--- config.mk ---
export PLATFORM = sky130hd
export DESIGN_NAME = crc8_seed_inv
export DESIGN_NICKNAME = d
export VERILOG_FILES = /design/src/rtl/crc8si_pkg.sv /design/src/rtl/crc8si_unroll.sv /design/src/rtl/crc8si_feed.sv /design/src/rtl/crc8si_finish.sv /design/src/rtl/crc8_seed_inv.sv
export SDC_FILE = /design/constraint.sdc
export NUM_CORES = 1
export LEC_CHECK = 0
export BUFFER_PORTS_ARGS = -buffer_cell sky130_fd_sc_hd__buf_4
export CAP_MARGIN = 20
export CORE_MARGIN = 1
export CORE_UTILIZATION = 49
export CTS_CLUSTER_SIZE = 8
export DETAILED_ROUTE_END_ITERATION = 10
export GPL_TIMING_DRIVEN = 0
export PLACE_DENSITY = 0.74
export SLEW_MARGIN = 40
export SYNTH_ARGS = -nofsm -noshare
export SYNTH_HDL_FRONTEND = slang
export SYNTH_SLANG_ARGS = --single-unit
--- constraint.sdc ---
create_clock -name clk -period 2.2 [get_ports clk]
set_clock_uncertainty 0.05 [all_clocks]
set_input_delay 0.11 -clock clk [delete_from_list [all_inputs] [get_ports clk]]
set_output_delay 0.11 -clock clk [all_outputs]
set_load 0.005 [all_outputs]
--- src/rtl/crc8si_pkg.sv ---
package crc8si_pkg;
  typedef enum logic {
    FEED_WORD = 1'b0,
    FEED_BIT  = 1'b1
  } feed_mode_e;
endpackage

--- src/rtl/crc8si_unroll.sv ---
// STEPS back-to-back LFSR shifts; d_in is consumed MSB first.
module crc8si_unroll #(
  parameter int unsigned       W     = 8,
  parameter int unsigned       STEPS = 16,
  parameter logic [W-1:0]      POLY  = 8'h1D
) (
  input  logic [W-1:0]     c_in,
  input  logic [STEPS-1:0] d_in,
  output logic [W-1:0]     c_out
);
  logic [W-1:0] st [0:STEPS];

  assign st[0] = c_in;

  for (genvar i = 0; i < STEPS; i++) begin : g_step
    logic fb;
    assign fb        = st[i][W-1] ^ d_in[STEPS-1-i];
    assign st[i+1]   = {st[i][W-2:0], 1'b0} ^ (fb ? POLY : '0);
  end

  assign c_out = st[STEPS];
endmodule

--- src/rtl/crc8si_feed.sv ---
// Owns the running register; word engine or bit engine chosen by MODE.
module crc8si_feed
  import crc8si_pkg::*;
#(
  parameter feed_mode_e        MODE = FEED_WORD,
  parameter int unsigned       W    = 8,
  parameter int unsigned       DW   = 16,
  parameter logic [W-1:0]      POLY = 8'h1D,
  parameter logic [W-1:0]      SEED = 8'hFF
) (
  input  logic          clk,
  input  logic          rst_n,
  input  logic          start_i,
  input  logic          acc_i,
  input  logic [DW-1:0] data_i,
  output logic [W-1:0]  crc_nxt_o,
  output logic          busy_q_o,
  output logic          busy_nxt_o
);
  localparam int unsigned CW = $clog2(DW);
  localparam logic [CW-1:0] LAST = CW'(DW - 2);

  logic [W-1:0] crc_q;
  logic [W-1:0] base;

  assign base = start_i ? SEED : crc_q;

  if (MODE == FEED_WORD) begin : g_word
    logic [W-1:0] upd;

    crc8si_unroll #(.W(W), .STEPS(DW), .POLY(POLY)) u_unroll (
      .c_in (base),
      .d_in (data_i),
      .c_out(upd)
    );

    assign crc_nxt_o  = acc_i ? upd : base;
    assign busy_q_o   = 1'b0;
    assign busy_nxt_o = 1'b0;
  end else begin : g_bit
    logic [DW-1:0] sh_q, sh_nxt;
    logic [CW-1:0] cnt_q, cnt_nxt;
    logic          bsy_q, bsy_nxt;
    logic [W-1:0]  cin, upd;
    logic          din;
    logic [W-1:0]  crc_n;

    // Accepting a word applies its top bit at once; 15 steps remain.
    assign cin = acc_i ? base : crc_q;
    assign din = acc_i ? data_i[DW-1] : sh_q[DW-1];

    crc8si_unroll #(.W(W), .STEPS(1), .POLY(POLY)) u_unroll (
      .c_in (cin),
      .d_in (din),
      .c_out(upd)
    );

    always_comb begin
      sh_nxt  = sh_q;
      cnt_nxt = cnt_q;
      bsy_nxt = bsy_q;
      crc_n   = crc_q;
      if (acc_i) begin
        crc_n   = upd;
        sh_nxt  = {data_i[DW-2:0], 1'b0};
        cnt_nxt = '0;
        bsy_nxt = 1'b1;
      end else if (start_i) begin
        crc_n   = SEED;
        bsy_nxt = 1'b0;
      end else if (bsy_q) begin
        crc_n   = upd;
        sh_nxt  = {sh_q[DW-2:0], 1'b0};
        cnt_nxt = cnt_q + 1'b1;
        bsy_nxt = (cnt_q != LAST);
      end
    end

    always_ff @(posedge clk or negedge rst_n) begin
      if (!rst_n) begin
        sh_q  <= '0;
        cnt_q <= '0;
        bsy_q <= 1'b0;
      end else begin
        sh_q  <= sh_nxt;
        cnt_q <= cnt_nxt;
        bsy_q <= bsy_nxt;
      end
    end

    assign crc_nxt_o  = crc_n;
    assign busy_q_o   = bsy_q;
    assign busy_nxt_o = bsy_nxt;
  end

  always_ff @(posedge clk or negedge rst_n) begin
    if (!rst_n) crc_q <= SEED;
    else        crc_q <= crc_nxt_o;
  end
endmodule

--- src/rtl/crc8si_finish.sv ---
// End-request handling: deferral, done pulse, inverted result register.
module crc8si_finish #(
  parameter int unsigned W = 8
) (
  input  logic         clk,
  input  logic         rst_n,
  input  logic         start_i,
  input  logic         end_i,
  input  logic         busy_nxt_i,
  input  logic [W-1:0] crc_nxt_i,
  output logic         pend_o,
  output logic [W-1:0] res_o,
  output logic         done_o
);
  logic take;

  assign take = (end_i | pend_o) & ~start_i & ~busy_nxt_i;

  always_ff @(posedge clk or negedge rst_n) begin
    if (!rst_n) begin
      pend_o <= 1'b0;
      res_o  <= '0;
      done_o <= 1'b0;
    end else begin
      done_o <= 1'b0;
      if (start_i) begin
        pend_o <= 1'b0;
        res_o  <= '0;
      end else if (take) begin
        res_o  <= ~crc_nxt_i;
        done_o <= 1'b1;
        pend_o <= 1'b0;
      end else if (end_i) begin
        pend_o <= 1'b1;
      end
    end
  end
endmodule

--- src/rtl/crc8_seed_inv.sv ---
module crc8_seed_inv
  import crc8si_pkg::*;
#(
  parameter feed_mode_e   MODE   = FEED_WORD,
  parameter int unsigned  CRC_W  = 8,
  parameter int unsigned  WORD_W = 16,
  parameter logic [CRC_W-1:0] POLY = 8'h1D,
  parameter logic [CRC_W-1:0] SEED = 8'hFF
) (
  input  logic              clk,
  input  logic              rst_n,
  input  logic              xfer_start_i,
  input  logic              wd_valid_i,
  output logic              wd_ready_o,
  input  logic [WORD_W-1:0] wd_data_i,
  input  logic              xfer_end_i,
  output logic [CRC_W-1:0]  crc_o,
  output logic              crc_done_o
);
  logic             acc;
  logic             busy_q, busy_nxt, pend;
  logic [CRC_W-1:0] crc_nxt;

  assign wd_ready_o = ~busy_q & ~pend;
  assign acc        = wd_valid_i & wd_ready_o;

  crc8si_feed #(
    .MODE(MODE), .W(CRC_W), .DW(WORD_W), .POLY(POLY), .SEED(SEED)
  ) u_feed (
    .clk       (clk),
    .rst_n     (rst_n),
    .start_i   (xfer_start_i),
    .acc_i     (acc),
    .data_i    (wd_data_i),
    .crc_nxt_o (crc_nxt),
    .busy_q_o  (busy_q),
    .busy_nxt_o(busy_nxt)
  );

  crc8si_finish #(.W(CRC_W)) u_finish (
    .clk       (clk),
    .rst_n     (rst_n),
    .start_i   (xfer_start_i),
    .end_i     (xfer_end_i),
    .busy_nxt_i(busy_nxt),
    .crc_nxt_i (crc_nxt),
    .pend_o    (pend),
    .res_o     (crc_o),
    .done_o    (crc_done_o)
  );
endmodule

; Word level (Yosys, flattened, before mapping)
; Cells that the tools add are included.
[op_classes]
reduce_logical = 2
mux = 25
bitwise = 38
[op_table]
columns = op, n
row1 = 8-bit by 5-bit XOR with 8-bit output, 16
row2 = 5-bit 2-to-1 mux, 16
row3 = 8-bit 2-to-1 mux, 4
row4 = 1-bit XOR, 16
row5 = 8-bit inverter, 1
row6 = 1-bit 2-to-1 mux, 5
row7 = 3-bit nonzero test, 1
row8 = 1-bit bitwise AND, 2
row9 = 1-bit inverter, 2
row10 = 2-bit nonzero test, 1
row11 = 1-bit bitwise OR, 1
[word_totals]
out_inout_bits = 10
reg_bits = 18

; Logic depth before layout (Yosys ltp)
[logic_depth]
word_depth = 53
ltp_mapped = 8

; By module
; Synthesis repeated with hierarchy kept, for this count alone.
[unflattened]
cells_unflattened = 111
area_unflattened_um2 = 1530.2
[modules_own_cells]
columns = mod, cells_per_inst, seq_area_each_um2, area_per_inst_um2, instances
row1 = crc8si_unroll, 41, 0.0, 635.6, 1
row2 = crc8si_finish, 40, 250.2, 504.2, 1
row3 = crc8si_feed, 28, 210.2, 374.1, 1
row4 = crc8_seed_inv, 2, 0.0, 16.3, 1

; Least setup slack after synthesis
; Ideal clock, no wire load.
[synth_path]
path_kind = flip-flop to flip-flop
startpoint = register u_feed.crc_q[7]
endpoint = register u_finish.res_o[4]
stages_incl_launch_ff = 9
setup_slack_ns = -0.244
setup_ns = 0.124
required_ns = 2.026
arrival_time_ns = 2.270
synth_period_minus_slack_ns = 2.444
cell_sequence = dfstp_2 -> clkbuf_2 -> xnor2_1 -> nor2_1 -> xnor2_1 -> xnor3_2 -> xnor3_2 -> xnor2_1 -> o31a_1
[synth_between]
elab_chain_len = 29
[synth_rtl]
columns = item, line
row1 = start: declaration, crc8si_feed.sv:23  ; logic [W-1:0] crc_q;
row2 = start signal: assignment, crc8si_feed.sv:98  ; else crc_q <= crc_nxt_o;
row3 = 8-bit 2-to-1 mux *, crc8si_feed.sv:26  ; assign base = start_i ? SEED : crc_q;
row4 = 1-bit XOR *, crc8si_unroll.sv:17  ; assign fb = st[i][W-1] ^ d_in[STEPS-1-i];
row5 = 5-bit 2-to-1 mux *, crc8si_unroll.sv:18  ; assign st[i+1] = {st[i][W-2:0], 1'b0} ^ (fb ? POLY : '0);
row6 = 8-bit by 5-bit XOR with 8-bit output * (4 in a row), crc8si_unroll.sv:18
row7 = 1-bit XOR or 8-bit by 5-bit XOR with 8-bit output (tied branches), "crc8si_unroll.sv:17, crc8si_unroll.sv:18"
row8 = 5-bit 2-to-1 mux (tied with other cells), crc8si_unroll.sv:18
row9 = 8-bit by 5-bit XOR with 8-bit output * (4 in a row), crc8si_unroll.sv:18
row10 = 1-bit XOR or 8-bit by 5-bit XOR with 8-bit output (tied branches), "crc8si_unroll.sv:17, crc8si_unroll.sv:18"
row11 = 5-bit 2-to-1 mux (tied with other cells), crc8si_unroll.sv:18
row12 = 8-bit by 5-bit XOR with 8-bit output * (5 in a row), crc8si_unroll.sv:18
row13 = 1-bit XOR or 8-bit by 5-bit XOR with 8-bit output (tied branches), "crc8si_unroll.sv:17, crc8si_unroll.sv:18"
row14 = 5-bit 2-to-1 mux (tied with other cells), crc8si_unroll.sv:18
row15 = 8-bit by 5-bit XOR with 8-bit output * (3 in a row), crc8si_unroll.sv:18
row16 = 8-bit 2-to-1 mux *, crc8si_feed.sv:37  ; assign crc_nxt_o = acc_i ? upd : base;
row17 = 8-bit inverter *, crc8si_finish.sv:30  ; res_o <= ~crc_nxt_i;
row18 = 8-bit 2-to-1 mux *, crc8si_finish.sv:29  ; end else if (take) begin
row19 = 8-bit 2-to-1 mux *, crc8si_finish.sv:26  ; if (start_i) begin
row20 = end signal: assignment, crc8si_finish.sv:30
row21 = end: declaration, crc8si_finish.sv:12  ; output logic [W-1:0] res_o,
; Mark *: on every way between the ends. The rest lies on a longest branch, timed or not. The select of a mux whose other input is x is not followed.
; A chain may end at the register's enable or synchronous reset.

; Worst setup path in the final report
[layout_path]
startpoint = register u_feed.crc_q[3]
endpoint = register u_finish.res_o[2]
[layout_between]
elab_chain_len = 27
[layout_rtl]
columns = item, line
row1 = 8-bit 2-to-1 mux *, crc8si_feed.sv:26
row2 = 8-bit by 5-bit XOR with 8-bit output * (4 in a row), crc8si_unroll.sv:18
row3 = 1-bit XOR *, crc8si_unroll.sv:17
row4 = 5-bit 2-to-1 mux *, crc8si_unroll.sv:18
row5 = 8-bit by 5-bit XOR with 8-bit output * (4 in a row), crc8si_unroll.sv:18
row6 = 1-bit XOR or 8-bit by 5-bit XOR with 8-bit output (tied branches), "crc8si_unroll.sv:17, crc8si_unroll.sv:18"
row7 = 5-bit 2-to-1 mux (tied with other cells), crc8si_unroll.sv:18
row8 = 8-bit by 5-bit XOR with 8-bit output * (5 in a row), crc8si_unroll.sv:18
row9 = 1-bit XOR or 8-bit by 5-bit XOR with 8-bit output (tied branches), "crc8si_unroll.sv:17, crc8si_unroll.sv:18"
row10 = 5-bit 2-to-1 mux or 8-bit by 5-bit XOR with 8-bit output (tied branches), crc8si_unroll.sv:18
row11 = 8-bit by 5-bit XOR with 8-bit output * (3 in a row), crc8si_unroll.sv:18
row12 = 8-bit 2-to-1 mux *, crc8si_feed.sv:37
row13 = 8-bit inverter *, crc8si_finish.sv:30
row14 = 8-bit 2-to-1 mux *, crc8si_finish.sv:29
row15 = 8-bit 2-to-1 mux *, crc8si_finish.sv:26
; Marked as above.

==> results.md <==
* Via count at 1166
* Area grow syn2layout at 32.11%
* Worst Setup Slack, final at -0.08562 ns
* ANT cells at 0
* CP required at 2.35 ns
* Initial DRC Count at 26
* Number of max-cap violations at 0
* Post-synth EDFFs at 0
* Mapped Cells at 148
* Worst IR Drop VDD at ~0.0009 V
* Unrepaired setup endpoints after global routing: yes
* Sequential power share at 18.3%
* Min cycle time layout at approximately 2.3 ns
* Initial Utilization at roughly 52%
* Final hold vios at 0
* Crit Path Max Fanout at 3
* Vias/cell at 5.276
* Cell variety after synth at 29
* Avg Inst Size Synth at 9.925 um2
* Largest net degree at the start of global routing at 19
* Main area contributors after synthesis: xnor2_1, dfrtp_1, dfstp_2, xnor3_1, nor2_1
* CTS clock-pin slew for the worst setup and hold paths at 0.10 ns
* Global-route usage over all layers at roughly a fifth
* R2R setup slack at -0.09 ns
* Iteration count of the initial detailed-routing pass at 7
* CP max stage cell: dfstp_2
* Post-Syn Nets at 169
* I/O pin count at 31
* Overall routed net length at just over 3 mm
* Top_reg_cell synth: dfrtp_1
* Critical path launch point type: flop
* FF+latch count, synth at 18
* Critical path class: reg -> reg
* Total chip power at around 3.2 mW
* Power Internal at 1.930 mW
* Row count at 19
* NetSw at 1.275 mW
* Element type at the critical path end: flop
* Pwr dens at 1652 nW/um2
* Number of nets with antenna violations after routing at 0
* Arr. time, crit path at 2.44 ns
* Max stage delay on crit path at 0.58 ns
* Vias in the first global route at about 1200
* Horiz. Die Dim at 56.75 um
* Setup_tns at -0.2257 ns
* Seq/Total Area, Yosys at a little under a third
* Post-Syn Area at 1469 um2
* DR WL/cell at 14.11 um
* Net Sw Frac at 39.78%
* Routability congestion estimate at around 0.82
* Detailed Place HPWL at between 2 and 2.5 mm
* Synth top area share at 23.25%
* Clk Latency, worst-skew pair at 0.30 ns
* Gr ovfl total at 0
* DIE HEIGHT at between 50 and 60 um
* Layout fillers at 210
* Status: complete, but fails checks
* Failing checks: DRC, setup timing
* Final Setup Violations at 5
* Worst slack, placed at -0.2510 ns
* Nets at 212
* Synth top cells by count: xnor2_1, nor2_1, nand2_1
* Slew Viols, Final at 0
* Core box area at 2805 um2
* Port-buffer cells at 30
* Clk pwr share at 6.5%
* Min-delay worst type: in -> reg
* CTS Buf Count at 3
* Tcrit/Tclk final at 103.9%
* Synth async-reset ratio at 100.0%
* Number of clock sinks at 18
* Fmax at 0.4375 GHz
* Critical-path cell list: xnor2_2, nor2_2, xnor2_2, xnor3_2, xnor3_2, xnor2_1, a31o_2
* Ys Warns at 0
* Root Driver: clkbuf_4
* Antenna violations before repair at 0
* Die ar. at 3221 um2
* DRC Markers at 2
* Leak pwr at 0.8833 nW
* Clock buffer depth at 2
* CTS H-tree lvls at 1
* Gate power share at about 75%
* Most common cell in the synthesized netlist: xnor2_1
* Share of cells above drive strength 1 at 39.47%
* TritonCTS clock tree: done
* First-pass GRT wire length at 5.181 mm
* Synth area leader: xnor2_1
==> layout make-up <==
class / count / area (um2) / area share [%]
flip-flops and latches: 18 / 460.4 / 23.73
plain buffers: 6 / 30.03 / 1.547
inverters: 2 / 7.507 / 0.3868
multi-input cells: 121 / 1072 / 55.25
clock buffers: 4 / 36.28 / 1.870
repair buffers: 39 / 295.3 / 15.22
well taps: 31 / 38.79 / 1.999
==> registers in the layout, summed over array words and instances, names as in the netlist <==
register / cells
u_finish.done_o: 1
u_feed.crc_q: 8
u_finish.pend_o: 1
u_finish.res_o: 8
==> worst max-delay path: cells and delay by family, from the launching register on <==
| kind | cells | cell delay [ns] |
|---|---|---|
| AOI/OAI and AO/OA | 1 | 0.24 |
| xor gates and xnor gates | 5 | 1.25 |
| DFF | 1 | 0.58 |
| and+or+nand+nor | 1 | 0.07 |
==> kinds of logic after synthesis <==
kind of cell / share of synthesized area, %
xor gates and xnor gates: 44.04
other: 0.2553
buffers and inverters: 2.896
and+or+nand+nor: 11.07
DFF: 31.35
AOI/OAI and AO/OA: 10.39
==> power groups by stage <==
| stage | Sequential [mW] | Clock (mW) | Combinational (mW) |
|---|---|---|---|
| 2_1_floorplan | 0.577 | 0 | 1.66 |
| 3_3_place_gp | 0.591 | 0 | 2.03 |
| 3_5_place_dp | 0.595 | 0 | 2.06 |
| 4_1_cts | 0.602 | 0.212 | 2.10 |
| 5_1_grt | 0.600 | 0.230 | 2.60 |
| 6_report | 0.587 | 0.209 | 2.41 |
==> placed cells by master, fill, tap and decap left out, types with 6 or more instances in the layout <==
cell type  instances
dfstp_2            8
xnor2_2           11
o21ai_0           10
xnor2_1           29
nand2_1           11
nor2_1            15
xnor3_1            6
dfrtp_1           10
buf_4             38
==> stage by stage <==
| stage | hold slack (ns) | cells | util [%] | cell area, um2 |
|---|---|---|---|---|
| after global routing | 0.1256 | 221 | 69.18 | 1941 |
| after CTS | 0.09327 | 214 | 64.85 | 1819 |
| after detailed placement | -0.06047 | 209 | 62.04 | 1740 |
| final | 0.08808 | 221 | 69.18 | 1941 |
| after floorplan | -0.2356 | 148 | - | 1476 |
| after global placement | -0.06461 | 209 | 62.04 | 1740 |
==> metal layers <==
| metal | routed length (um) | GRT usage, % |
|---|---|---|
| met4 | 27 | 5.923 |
| met1 | 1357 | 28.78 |
| met5 | 0 | 0 |
| met3 | 157 | 4.147 |
| met2 | 1576 | 34.69 |
==> what timing repair did <==
action / CTS / global route
resized for setup: 4 / 14
setup buffers: 1 / 7
pin swaps: 5 / 11
endpoints found under the setup margin: 12 / 14
hold buffers: 1 / 0
endpoints found under the hold margin: 18 / 0
==> worst paths after layout <==
check,from,to,depth (start not counted)
min in group asynchronous,rst_n,u_finish.res_o[2]$_DFFE_PN0N_,2
min reg2reg,u_finish.res_o[5]$_DFFE_PN0N_,u_finish.res_o[5]$_DFFE_PN0N_,2
min,xfer_end_i,u_finish.done_o$_DFF_PN0_,3
max in group asynchronous,rst_n,u_feed.crc_q[6]$_DFF_PN1_,2
max reg2reg,u_feed.crc_q[3]$_DFF_PN1_,u_finish.res_o[2]$_DFFE_PN0N_,7
max,u_feed.crc_q[3]$_DFF_PN1_,u_finish.res_o[2]$_DFFE_PN0N_,7
No activity file was read; power rests on OpenSTA's default activity.
